File: src/rtl/iadd_pkg.sv
package iadd_pkg;

    // Major opcodes of the add forms
    localparam logic [5:0] OPC_ADDI  = 6'h27;
    localparam logic [5:0] OPC_ADDIC = 6'h28;
    localparam logic [5:0] OPC_ALU   = 6'h38;

    // Register-form sub-operation codes (bits [3:0], with bits [9:8] zero)
    localparam logic [1:0] SUB_HI_ADD = 2'b00;
    localparam logic [3:0] SUB_ADD    = 4'h0;
    localparam logic [3:0] SUB_ADDC   = 4'h1;

    // What the output stage holds
    typedef enum logic [1:0] {
        ST_IDLE   = 2'd0,
        ST_DONE   = 2'd1,
        ST_TRAP   = 2'd2,
        ST_REJECT = 2'd3
    } iadd_state_e;

endpackage

File: src/rtl/iadd_decode.sv
module iadd_decode
    import iadd_pkg::*;
#(
    parameter int XLEN  = 32,
    parameter int IMM_W = 16
) (
    input  logic [5:0]       opcode,
    input  logic [1:0]       sub_hi,
    input  logic [3:0]       sub_lo,
    input  logic [IMM_W-1:0] imm,
    output logic             is_add,
    output logic             use_imm,
    output logic             use_cin,
    output logic [XLEN-1:0]  imm_ext
);

    localparam int EXT_W = XLEN - IMM_W;

    assign imm_ext = {{EXT_W{imm[IMM_W-1]}}, imm};

    always_comb begin
        is_add  = 1'b0;
        use_imm = 1'b0;
        use_cin = 1'b0;
        unique case (opcode)
            OPC_ADDI: begin
                is_add  = 1'b1;
                use_imm = 1'b1;
            end
            OPC_ADDIC: begin
                is_add  = 1'b1;
                use_imm = 1'b1;
                use_cin = 1'b1;
            end
            OPC_ALU: begin
                if (sub_hi == SUB_HI_ADD) begin
                    if (sub_lo == SUB_ADD) begin
                        is_add = 1'b1;
                    end else if (sub_lo == SUB_ADDC) begin
                        is_add  = 1'b1;
                        use_cin = 1'b1;
                    end
                end
            end
            default: begin
                is_add = 1'b0;
            end
        endcase
    end

endmodule

File: src/rtl/iadd_sum.sv
module iadd_sum #(
    parameter int XLEN = 32
) (
    input  logic [XLEN-1:0] opa,
    input  logic [XLEN-1:0] opb,
    input  logic            cin,
    output logic [XLEN-1:0] sum,
    output logic            carry,
    output logic            ovf
);

    localparam int MSB = XLEN - 1;

    logic [XLEN:0] wide;

    // The extra bit of the widened sum is the unsigned carry, which covers
    // the all-ones plus zero plus carry-in case without a compare.
    always_comb begin
        wide  = {1'b0, opa} + {1'b0, opb} + {{XLEN{1'b0}}, cin};
        sum   = wide[MSB:0];
        carry = wide[XLEN];
        ovf   = (opa[MSB] == opb[MSB]) && (sum[MSB] != opa[MSB]);
    end

endmodule

File: src/rtl/int_add_unit.sv
module int_add_unit
    import iadd_pkg::*;
#(
    parameter int XLEN   = 32,
    parameter int IMM_W  = 16,
    parameter int RIDX_W = 5
) (
    input  logic              clk,
    input  logic              rst_n,
    input  logic              in_valid,
    input  logic [31:0]       in_insn,
    input  logic [XLEN-1:0]   in_opa,
    input  logic [XLEN-1:0]   in_opb,
    input  logic              in_sr_cy,
    input  logic              in_sr_f,
    input  logic              in_sr_ove,
    input  logic              in_flag_en,
    output logic              out_wr_en,
    output logic [RIDX_W-1:0] out_rd,
    output logic [XLEN-1:0]   out_result,
    output logic              out_flag_we,
    output logic              out_sr_cy,
    output logic              out_sr_ov,
    output logic              out_sr_f,
    output logic              out_trap,
    output logic [31:0]       out_trap_insn,
    output logic              out_unsup
);

    localparam int INSN_W  = 32;
    localparam int OPC_LSB = INSN_W - 6;
    localparam int RD_LSB  = OPC_LSB - RIDX_W;

    logic              dec_is_add;
    logic              dec_use_imm;
    logic              dec_use_cin;
    logic [XLEN-1:0]   dec_imm_ext;
    logic [XLEN-1:0]   opb_sel;
    logic              cin;
    logic [XLEN-1:0]   sum;
    logic              sum_cy;
    logic              sum_ov;
    logic              f_next;

    iadd_state_e       state_q;
    iadd_state_e       state_nx;

    logic [RIDX_W-1:0] rd_q;
    logic [XLEN-1:0]   result_q;
    logic              cy_q;
    logic              ov_q;
    logic              f_q;
    logic [INSN_W-1:0] insn_q;

    iadd_decode #(
        .XLEN  (XLEN),
        .IMM_W (IMM_W)
    ) u_decode (
        .opcode  (in_insn[INSN_W-1:OPC_LSB]),
        .sub_hi  (in_insn[9:8]),
        .sub_lo  (in_insn[3:0]),
        .imm     (in_insn[IMM_W-1:0]),
        .is_add  (dec_is_add),
        .use_imm (dec_use_imm),
        .use_cin (dec_use_cin),
        .imm_ext (dec_imm_ext)
    );

    assign opb_sel = dec_use_imm ? dec_imm_ext : in_opb;
    assign cin     = dec_use_cin & in_sr_cy;

    iadd_sum #(
        .XLEN (XLEN)
    ) u_sum (
        .opa   (in_opa),
        .opb   (opb_sel),
        .cin   (cin),
        .sum   (sum),
        .carry (sum_cy),
        .ovf   (sum_ov)
    );

    assign f_next = in_flag_en ? (sum == '0) : in_sr_f;

    // Next-state selection from the current input
    always_comb begin
        if (!in_valid) begin
            state_nx = ST_IDLE;
        end else if (!dec_is_add) begin
            state_nx = ST_REJECT;
        end else if (sum_ov && in_sr_ove) begin
            state_nx = ST_TRAP;
        end else begin
            state_nx = ST_DONE;
        end
    end

    // State register
    always_ff @(posedge clk) begin
        if (!rst_n) begin
            state_q <= ST_IDLE;
        end else begin
            state_q <= state_nx;
        end
    end

    // Result and flag registers, loaded only by an accepted add
    always_ff @(posedge clk) begin
        if (!rst_n) begin
            rd_q     <= '0;
            result_q <= '0;
            cy_q     <= 1'b0;
            ov_q     <= 1'b0;
            f_q      <= 1'b0;
            insn_q   <= '0;
        end else if (in_valid && dec_is_add) begin
            rd_q     <= in_insn[OPC_LSB-1:RD_LSB];
            result_q <= sum;
            cy_q     <= sum_cy;
            ov_q     <= sum_ov;
            f_q      <= f_next;
            insn_q   <= in_insn;
        end
    end

    assign out_rd     = rd_q;
    assign out_result = result_q;
    assign out_sr_cy  = cy_q;
    assign out_sr_ov  = ov_q;
    assign out_sr_f   = f_q;

    // Strobes decoded from the held state
    always_comb begin
        out_wr_en     = 1'b0;
        out_flag_we   = 1'b0;
        out_trap      = 1'b0;
        out_trap_insn = '0;
        out_unsup     = 1'b0;
        unique case (state_q)
            ST_IDLE: begin
                out_wr_en = 1'b0;
            end
            ST_DONE: begin
                out_wr_en   = 1'b1;
                out_flag_we = 1'b1;
            end
            ST_TRAP: begin
                out_wr_en     = 1'b1;
                out_flag_we   = 1'b1;
                out_trap      = 1'b1;
                out_trap_insn = insn_q;
            end
            ST_REJECT: begin
                out_unsup = 1'b1;
            end
            default: begin
                out_wr_en = 1'b0;
            end
        endcase
    end

endmodule

File: config.mk
export PLATFORM = sky130hd
export DESIGN_NAME = int_add_unit
export DESIGN_NICKNAME = d
export VERILOG_FILES = /design/src/rtl/iadd_pkg.sv /design/src/rtl/iadd_decode.sv /design/src/rtl/iadd_sum.sv /design/src/rtl/int_add_unit.sv
export SDC_FILE = /design/constraint.sdc
export NUM_CORES = 1
export LEC_CHECK = 0
export BUFFER_PORTS_ARGS = -buffer_cell sky130_fd_sc_hd__buf_2
export CAP_MARGIN = 10
export CORE_MARGIN = 3
export CORE_UTILIZATION = 30
export CTS_CLUSTER_DIAMETER = 40
export DETAILED_ROUTE_END_ITERATION = 8
export PLACE_DENSITY = 0.6
export SLEW_MARGIN = 20
export SYNTH_ARGS = -nofsm -noshare
export SYNTH_HDL_FRONTEND = slang
export SYNTH_SLANG_ARGS = --single-unit
File: constraint.sdc
create_clock -name clk -period 8.5 [get_ports clk]
set_input_delay 1.275 -clock clk [delete_from_list [all_inputs] [get_ports clk]]
set_output_delay 1.275 -clock clk [all_outputs]
set_load 0.01 [all_outputs]
==> results of run 1 <==
stage by stage:
| step | hold slack (ns) | total power [mW] | setup WS [ns] |
|---|---|---|---|
| after floorplan | 0.4317 | 0.4989 | 3.065 |
| after global placement | 0.4406 | 0.5696 | 2.472 |
| after detailed placement | 0.4507 | 0.5700 | 2.344 |
| after CTS | 0.4619 | 0.9538 | 2.674 |
| after global routing | 0.4801 | 0.9972 | 2.320 |
| final | 0.4558 | 0.9426 | 2.648 |
power by group:
part           internal, mW  switching (mW)  leakage [nW]
clock                 0.234           0.144         0.143
combinational        0.0967           0.139          2.20
sequential            0.327         0.00172         0.557
total                 0.658           0.284          2.90
cell families (layout without fill, tap and decap cells):
family | Yosys count | after routing | share of synthesized area
buffers and inverters | 50 | 209 | 0.04554
AO/OA/AOI/OAI | 161 | 161 | 0.2282
flip-flops | 69 | 69 | 0.2809
multiplexers | 3 | 3 | 0.006361
XOR/XNOR | 31 | 31 | 0.05522
adder cells (fa/ha/maj) | 35 | 35 | 0.09211
AND/OR/NAND/NOR | 319 | 319 | 0.2916
per-layer routing:
| layer | track usage | vias up | routed length, um |
|---|---|---|---|
| li1 | - | 2566 | - |
| met1 | 0.2232 | 2247 | 7206 |
| met2 | 0.2807 | 140 | 7070 |
| met3 | 0.04276 | 12 | 924 |
| met4 | 0.04468 | 2 | 177 |
| met5 | 0 | - | 7 |
registers in the layout (all words and copies together), names as in the netlist:
| register | count |
|---|---|
| out_rd | 4 |
| state_q | 2 |
| out_result | 32 |
| out_sr_f | 1 |
| out_sr_ov | 1 |
| out_sr_cy | 1 |
| insn_q | 28 |
cells in the final DEF (no fill, tap or decap), drive strengths merged, types with 2 or more instances in the layout:
cell type / synthesis / layout
nand2: 210 / 210
buf: 10 / 181
dfxtp: 69 / 69
a21boi: 46 / 46
and2: 46 / 46
a21oi: 38 / 38
ha: 33 / 33
o21ai: 33 / 33
nor2: 25 / 25
xnor2: 21 / 21
inv: 12 / 12
clkbuf: 28 / 12
xor2: 10 / 10
a21o: 7 / 7
nand4: 6 / 6
a31oi: 5 / 5
nand3: 5 / 5
o21a: 5 / 5
o21bai: 5 / 5
nor2b: 5 / 5
nor4: 5 / 5
nand2b: 3 / 3
and3: 3 / 3
o311ai: 3 / 3
o41ai: 3 / 3
a31o: 2 / 2
o31ai: 2 / 2
mux2i: 2 / 2
nor3b: 2 / 2
fa: 2 / 2
clkinv: 0 / 2
or4b: 2 / 2
a211oi: 2 / 2
o221ai: 2 / 2
a41oi: 2 / 2
layout make-up:
| class | count | area, sq um | share of cell area |
|---|---|---|---|
| inverter | 12 | 45.04 | 0.007242 |
| timing repair buffer | 181 | 913.4 | 0.1469 |
| sequential | 69 | 1381 | 0.2221 |
| clock inverter | 4 | 47.55 | 0.007644 |
| multi-input combinational | 549 | 3316 | 0.5331 |
| tap | 216 | 270.3 | 0.04345 |
| clock buffer | 12 | 246.5 | 0.03963 |
how the worst min path moves through the flow:
stage | startpoint | to | slack [ns] | cells after the start
2_1_floorplan | insn_q[26] | insn_q[26] | 0.43 | 2
3_3_place_gp | insn_q[26] | insn_q[26] | 0.44 | 2
3_5_place_dp | insn_q[26] | insn_q[26] | 0.45 | 2
4_1_cts | insn_q[18] | insn_q[18] | 0.46 | 2
5_1_grt | out_result[28] | out_result[28] | 0.48 | 2
6_report | insn_q[26] | insn_q[26] | 0.46 | 2
worst min-delay path, stage by stage, from the launching register on:
cell     delay [ns]
dfxtp_1        0.31
nor2_1         0.04
nor2_1         0.06
==> key figures, run 1 <==
Yosys
  • Ys async rst share: 0
  • Synth top area cells: dfxtp_1, nand2_1, ha_1, a21boi_0, and2_1
  • Share of the synthesized area in the top cell type: 0.2809
  • Post-synth top flop: dfxtp_1
  • Cell variety after synth: 61
  • Cell count after synthesis: 668
  • Syn Area/Cell: 7.361 sq um
  • Most frequent cell after synthesis: nand2_1
  • Seq/Total Area, Yosys: 0.2809
  • Post-synth EDFFs: 0
  • Top cell type by total area after synthesis: dfxtp_1
  • Syn_nets: 806
  • Synth Cell Area: 4917 sq um
  • Yosys warns: 0
  • Post-synth top cells: nand2_1, dfxtp_1, a21boi_0, and2_1, a21oi_1
  • Synthesized flop and latch total: 69

Setup path
  • Crit path from: in_insn[26]
  • R2r startpoint: out_sr_f
  • Crit path kind: in2reg
  • CP max-delay cell: a211o_1
  • Critical-path maximum fanout: 32
  • CP bufs+invs: 1
  • Critical Path End Type: flip-flop
  • Max incr delay on CP: 0.69 ns
  • Reg2reg path depth: 6
  • Crit path cell chain: buf_2, or4b_4, a211o_1, nand2_1, nand2_1, fa_1, fa_1, a21o_1, a221oi_4, o21ai_0, a31oi_1, o41ai_1, a31oi_1, xnor2_1, nor4_1, nand4_1, o41ai_2
  • Arr. time, crit path: 6.09 ns
  • Worst path depth: 17
  • Crit path to: out_sr_f
  • R2r endpoint: out_sr_f
  • FF-to-FF setup slack: 6.98 ns
  • CP Launch Type: input port
  • Largest delay share family, worst path: compound AO/OA/AOI/OAI gates
  • Req. time, crit path: 8.74 ns

Clock network
  • CTS sink count: 69
  • Post-CTS Resized: 0
  • Htree depth: 3
  • Clock slew at reported path FFs: 0.05 ns
  • Clk_lat worst skew: 0.33 ns
  • CTS root buffer: clkbuf_16
  • Num CTS Buffers: 9
  • Post-CTS Setup Bufs: 0
  • Longest Clk Path Bufs: 2
  • CTS Hold Buffers Added: 0
  • CTS tree: done

GRT
  • First-pass GRT wire length: 24.43 mm
  • Tot GR Track Use: 0.1702
  • Antenna violations before repair: 1
  • Vias in the first global route: 4733
  • Largest net degree at the start of global routing: 68
  • Overflow after GRT: 0

Die
  • Placeable Area: 15940 sq um
  • Die width: 134.0 um
  • Initial Utilization: 0.3084
  • I/O pins: 179
  • Row cnt: 46
  • Full die area: 17960 sq um
  • Die H: 134.0 um

STA
  • Setup violations, final: 0
  • Final worst-path cycle share: 0.6884
  • Slew HR: 0.3312
  • RSZ-0062 raised after global routing: false
  • Setup TNS: 0 ns
  • Least-Margin Pin Slew: 1.003 ns
  • Tmin final: 5.852 ns
  • Final hold vios: 0
  • Max Clk Rate: 0.1709 GHz
  • Skew final: 0 ns
  • Pins Over Slew Limit: 0

Run status
  • Status: finished clean

Finish
  • Final #Nets: 960
  • Ant diodes: 0
  • Finished Cell Area: 6220 sq um
  • Non-Filler Instances: 1043
  • Share of cells above drive strength 1: 0.2576
  • Core Util, Final: 0.3901
  • Number of fillers in the final layout: 1740
  • Area Overhead vs Synth: 26.49%

Place
  • Post-detail-place hpwl: 12.05 mm
  • GP Congestion: 0.8852
  • Placed Instances: 1027
  • Port bufs: 178
  • Placed inst area: 5926 sq um

Routing
  • DRC: 0
  • Initial DRT Pass Iterations: 5
  • Via/cell ratio: 4.762
  • Wire per inst: 14.75 um
  • Total wire length: 15.39 mm
  • DRT antenna net count: 0
  • Initial DRC count: 308
  • Via count: 4967

Hold path
  • HP Class: reg2reg

Power and ir drop
  • Peak supply drop: 0.0001069 V
  • PD cells: 151.5 nW/um^2
  • Leak pwr: 2.903 nW

Run
  • Max_cap viols: 0
No activity file was read; power rests on OpenSTA's default activity.
==> inputs of run 2 (changes only) <==
Clock period 8.5 ns to 6.02 ns, I/O delays scaled along.
==> run 2 against run 1 <==
Combinational power up 43%. Worst setup slack worse by 1.7 ns. Cell count about the same. Clock skew unchanged. Sequential power up 41%. Utilization down 0.086 points. Die area unchanged. Critical endpoint unchanged. Largest cell class unchanged. Largest power group unchanged.
==> key figures, run 2 (same netlist as run 1, synthesis figures left out) <==
Run status
  • Status: finished clean

Die
  • Row cnt: 46
  • Die H: 134.0 um
  • Initial Utilization: 0.3084
  • I/O pins: 179
  • Full die area: 17960 sq um
  • Placeable Area: 15940 sq um
  • Die width: 134.0 um

Clock network
  • CTS sink count: 69
  • CTS tree: done
  • Clk_lat worst skew: 0.33 ns
  • CTS root buffer: clkbuf_16
  • Post-CTS Setup Bufs: 0
  • Num CTS Buffers: 9
  • CTS Hold Buffers Added: 0
  • Post-CTS Resized: 0
  • Htree depth: 3
  • Clock slew at reported path FFs: 0.06 ns
  • Longest Clk Path Bufs: 2

Hold path
  • Hold depth: 1
  • Hold Startpoint: insn_q[31]
  • HP Class: reg2reg
  • Hold Path Sink: insn_q[31]

Setup path
  • Critical-path maximum fanout: 17
  • Largest delay share family, worst path: compound AO/OA/AOI/OAI gates
  • Crit path cell chain: buf_2, or4b_4, a211oi_4, nand2_1, nand2_1, fa_1, fa_1, a21o_1, a221oi_4, o21ai_0, a31oi_1, o41ai_1, a31oi_1, xnor2_1, nor4_1, nand4_1, o41ai_2
  • Arr. time, crit path: 5.35 ns
  • CP bufs+invs: 1
  • R2r endpoint: out_sr_f
  • Crit path kind: in2reg
  • FF-to-FF setup slack: 4.42 ns
  • R2r startpoint: out_sr_f
  • CP max-delay cell: o41ai_1
  • Critical Path End Type: flip-flop
  • CP Launch Type: input port
  • Reg2reg path depth: 6
  • Max incr delay on CP: 0.67 ns
  • Req. time, crit path: 6.27 ns

Power and ir drop
  • Sw power: 0.3981 mW
  • Flop pwr share: 0.358
  • Switch share: 0.3067
  • Peak supply drop: 0.0001395 V
  • PD cells: 209.2 nW/um^2
  • Pint: 0.9000 mW
  • Leak pwr: 2.898 nW
  • Clock network power share: 0.382
  • Combinational power share: 0.260

Finish
  • Finished Cell Area: 6206 sq um
  • Final #Nets: 961
  • Area Overhead vs Synth: 26.21%
  • Most frequent cells in the layout: nand2_1, buf_2, dfxtp_1, a21boi_0, and2_1
  • Ant diodes: 0
  • Number of flip-flops under the largest register name: 32
  • Commonest non-fill, non-tap cell in the layout: nand2_1
  • Share of cells above drive strength 1: 0.2560
  • Core Util, Final: 0.3893

Routing
  • Via count: 5010
  • Total wire length: 15.69 mm
  • DRC: 0
  • DRT antenna net count: 0
  • Wire per inst: 15.03 um
  • Initial DRT Pass Iterations: 4
  • Via/cell ratio: 4.799
  • Initial DRC count: 292

STA
  • Pins Over Slew Limit: 0
  • Tmin final: 5.108 ns
  • RSZ-0062 raised after global routing: false
  • Setup violations, final: 0
  • Max Clk Rate: 0.1958 GHz
  • Least-Margin Pin Slew: 0.9435 ns
  • Final hold vios: 0
  • Skew final: 0 ns
  • Setup ws final: 0.9123 ns
  • Final worst-path cycle share: 0.8485
  • Setup TNS: 0 ns
  • Min Hold Slack: 0.4570 ns
  • Slew HR: 0.3710

Place
  • GP Congestion: 0.9057
  • Setup slack at placement: 0.6253 ns
  • Post-detail-place hpwl: 12.31 mm
  • Port bufs: 178
  • Placed inst area: 5933 sq um

GRT
  • Largest net degree at the start of global routing: 68
  • Tot GR Track Use: 0.1725
  • Vias in the first global route: 4767
  • Overflow after GRT: 0
  • Antenna violations before repair: 1
  • First-pass GRT wire length: 24.65 mm

Run
  • Max_cap viols: 0
[run 2: cell count changes in the layout (fill, tap and decap cells not counted), sizes merged]
cell	delta
clkinv	-1
clkinvlp	-1
clkbuf	+3
bufinv	-1
buf	+1
[run 2: stage by stage]
stage | std cells | total power [mW]
floorplan | 668 | 0.7045
global placement | 1028 | 0.8094
detailed placement | 1028 | 0.8107
CTS | 1044 | 1.316
global route | 1044 | 1.375
finish | 1044 | 1.298
[run 2: worst max-delay path by stage]
| stage | start | cells past startpoint | slack (ns) | to |
|---|---|---|---|---|
| floorplan | in_insn[26] | 16 | 0.96 | out_sr_f |
| detailed placement | in_insn[26] | 17 | 0.63 | out_sr_f |
| global route | in_insn[26] | 17 | 0.55 | out_sr_f |
| global placement | in_insn[26] | 17 | 0.75 | out_sr_f |
| CTS | in_insn[26] | 17 | 0.94 | out_sr_f |
| finish | in_insn[26] | 17 | 0.91 | out_sr_f |
[run 2: layer usage]
layer,vias to the layer above,track usage,part of all wire
met1,2293,0.2257,0.47
met4,2,0.05204,0.017
met3,18,0.04164,0.058
met2,137,0.2830,0.46
met5,-,0,0.00045
li1,2560,-,-
[run 2: power groups by stage]
stage	Combinational [mW]	Sequential (mW)	Clock, mW
floorplan	0.229	0.475	0
global placement	0.335	0.474	0
detailed placement	0.336	0.474	0
CTS	0.338	0.464	0.513
global route	0.377	0.465	0.534
finish	0.337	0.464	0.496
[run 2: layout make-up]
type,instances,area [sq um]
multi-input cells,549,3316
clock buffers,15,267.8
clock inverters,1,5.005
well taps,216,270.3
flip-flops and latches,69,1381
fillers,1763,9737
repair buffers,182,920.9
inverters,12,45.04
==> inputs of run 3 (changes only) <==
Settings changed: PLACE_DENSITY 0.6 to 0.62.
Clock period 6.02 ns to 4.24 ns, I/O delays scaled along.
==> run 3 against run 2 <==
Clock skew unchanged. Utilization grew 7.6 points. Via count rose by 8.1%. Register-to-register slack worse by 1.7 ns. Sequential cell count stayed put. Critical path depth stayed put. Sequential power up 42%. Cell area increased by 19%. Highest routed layer is now met4. The run now ends with setup timing left. Wire length increased by 6.9%.
==> key figures, run 3 (same netlist as run 1, synthesis figures left out) <==
Run status
  • Status: finished, violations left
  • Failing checks: setup timing

Setup path
  • CP Launch Type: input port
  • Req. time, crit path: 4.49 ns
  • FF-to-FF setup slack: 2.74 ns
  • R2r endpoint: out_sr_f
  • R2r startpoint: out_sr_f
  • Max incr delay on CP: 0.54 ns
  • Crit path to: out_sr_f
  • Crit path cell chain: buf_2, or4b_4, a211o_1, nand2_1, nand2_2, fa_2, fa_2, a21o_1, a221oi_4, o21ai_1, a31oi_4, o41ai_2, xnor2_1, nand4_1, nor4_2, nand4_1, o41ai_2
  • Crit path kind: in2reg
  • CP bufs+invs: 1
  • CP max-delay cell: or4b_4
  • Crit path from: in_insn[26]
  • Critical-path maximum fanout: 3
  • Worst path depth: 17
  • Reg2reg path depth: 6
  • Largest delay share family, worst path: compound AO/OA/AOI/OAI gates
  • Critical Path End Type: flip-flop
  • Arr. time, crit path: 4.50 ns

Routing
  • DRT antenna net count: 0
  • Initial DRC count: 171
  • Initial DRT Pass Iterations: 4
  • Total wire length: 16.78 mm
  • Via/cell ratio: 4.658
  • DRC: 0
  • Wire per inst: 14.42 um
  • Via count: 5417

GRT
  • Overflow after GRT: 0
  • First-pass GRT wire length: 26.39 mm
  • Vias in the first global route: 5285
  • Tot GR Track Use: 0.1833
  • Antenna violations before repair: 0
  • Largest net degree at the start of global routing: 67

Power and ir drop
  • Pint: 1.506 mW
  • Clock network power share: 0.365
  • Sw power: 0.6475 mW
  • Flop pwr share: 0.306
  • Combinational power share: 0.329
  • Peak supply drop: 0.0001306 V
  • Switch share: 0.3007
  • Leak pwr: 3.557 nW
  • PD cells: 290.5 nW/um^2
  • Final Power: 2.153 mW

Clock network
  • CTS sink count: 69
  • Clk_lat worst skew: 0.33 ns
  • Htree depth: 3
  • CTS root buffer: clkbuf_16
  • Longest Clk Path Bufs: 2
  • Num CTS Buffers: 9
  • CTS Hold Buffers Added: 0
  • Clock slew at reported path FFs: 0.06 ns
  • CTS tree: done

Finish
  • Number of fillers in the final layout: 1646
  • Most frequent cells in the layout: nand2_1, buf_2, buf_4, dfxtp_1, and2_1
  • Share of cells above drive strength 1: 0.3949
  • Non-Filler Instances: 1163
  • Core Util, Final: 0.4649
  • Ant diodes: 0
  • Number of flip-flops under the largest register name: 32
  • Area Overhead vs Synth: 50.74%
  • Commonest non-fill, non-tap cell in the layout: nand2_1
  • Final #Nets: 1080

Die
  • Full die area: 17960 sq um
  • I/O pins: 179
  • Die H: 134.0 um
  • Placeable Area: 15940 sq um
  • Initial Utilization: 0.3084
  • Row cnt: 46
  • Die width: 134.0 um

Place
  • GP Congestion: 0.8841
  • Post-detail-place hpwl: 13.17 mm
  • Placed Instances: 1141
  • Setup slack at placement: -0.5427 ns
  • Port bufs: 178

STA
  • Final hold vios: 0
  • Least-Margin Pin Slew: 0.9379 ns
  • Setup ws final: -0.01054 ns
  • Final worst-path cycle share: 1.002
  • Max Clk Rate: 0.2353 GHz
  • Tmin final: 4.251 ns
  • RSZ-0062 raised after global routing: true
  • Slew HR: 0.3747
  • Skew final: 0 ns
  • Setup violations, final: 1
  • Pins Over Slew Limit: 0

Run
  • Max_cap viols: 0

Hold path
  • Hold depth: 2
  • HP Class: reg2reg
-- run 3: worst min-delay path: stages, from the launching register on --
cell and delay, ns:
dfxtp_1 0.31, nand2_1 0.05, a21boi_1 0.05
-- run 3: area by class of cell --
cell class | count | area [sq um] | share of cell area
multi-input cells | 549 | 3562 | 0.4806
repair buffers | 301 | 1843 | 0.2486
flip-flops and latches | 69 | 1381 | 0.1864
well taps | 216 | 270.3 | 0.03646
clock buffers | 11 | 252.7 | 0.03410
clock inverters | 5 | 57.56 | 0.007765
inverters | 12 | 45.04 | 0.006077
-- run 3: worst min-delay path by stage --
stage                         from             end  slack (ns)
finish              out_result[25]  out_result[25]        0.45
global route            insn_q[15]      insn_q[15]        0.48
CTS                      insn_q[5]       insn_q[5]        0.46
detailed placement      insn_q[31]      insn_q[31]        0.45
global placement        insn_q[31]      insn_q[31]        0.44
floorplan               insn_q[26]      insn_q[26]        0.43
-- run 3: layer usage --
metal	wire, um	global-route usage
met1	7538	0.2352
met4	304	0.05656
met3	1144	0.04014
met5	0	0
met2	7787	0.3088
-- run 3: per-stage QoR --
step                hold WS (ns)  TNS [ns]  cell area (sq um)
detailed placement        0.4517    -4.738               6803
global placement          0.4384    -3.759               6803
finish                    0.4509  -0.01054               7412
CTS                       0.4626  -0.03395               7233
global route              0.4812   -0.3244               7412
floorplan                 0.4317   -0.3784               4936
-- run 3: power by group through the flow --
| stage | Clock (mW) | Sequential [mW] | Combinational, mW |
|---|---|---|---|
| final | 0.785 | 0.659 | 0.709 |
| after global routing | 0.837 | 0.660 | 0.778 |
| after CTS | 0.804 | 0.659 | 0.674 |
| after detailed placement | 0 | 0.674 | 0.644 |
| after global placement | 0 | 0.673 | 0.642 |
| after floorplan | 0 | 0.675 | 0.327 |
-- run 3: timing repair --
action / in CTS / in global routing
setup buffers: 2 / 4
pin swaps: 11 / 16
setup endpoints to repair: 6 / 13
gates resized for setup: 19 / 34
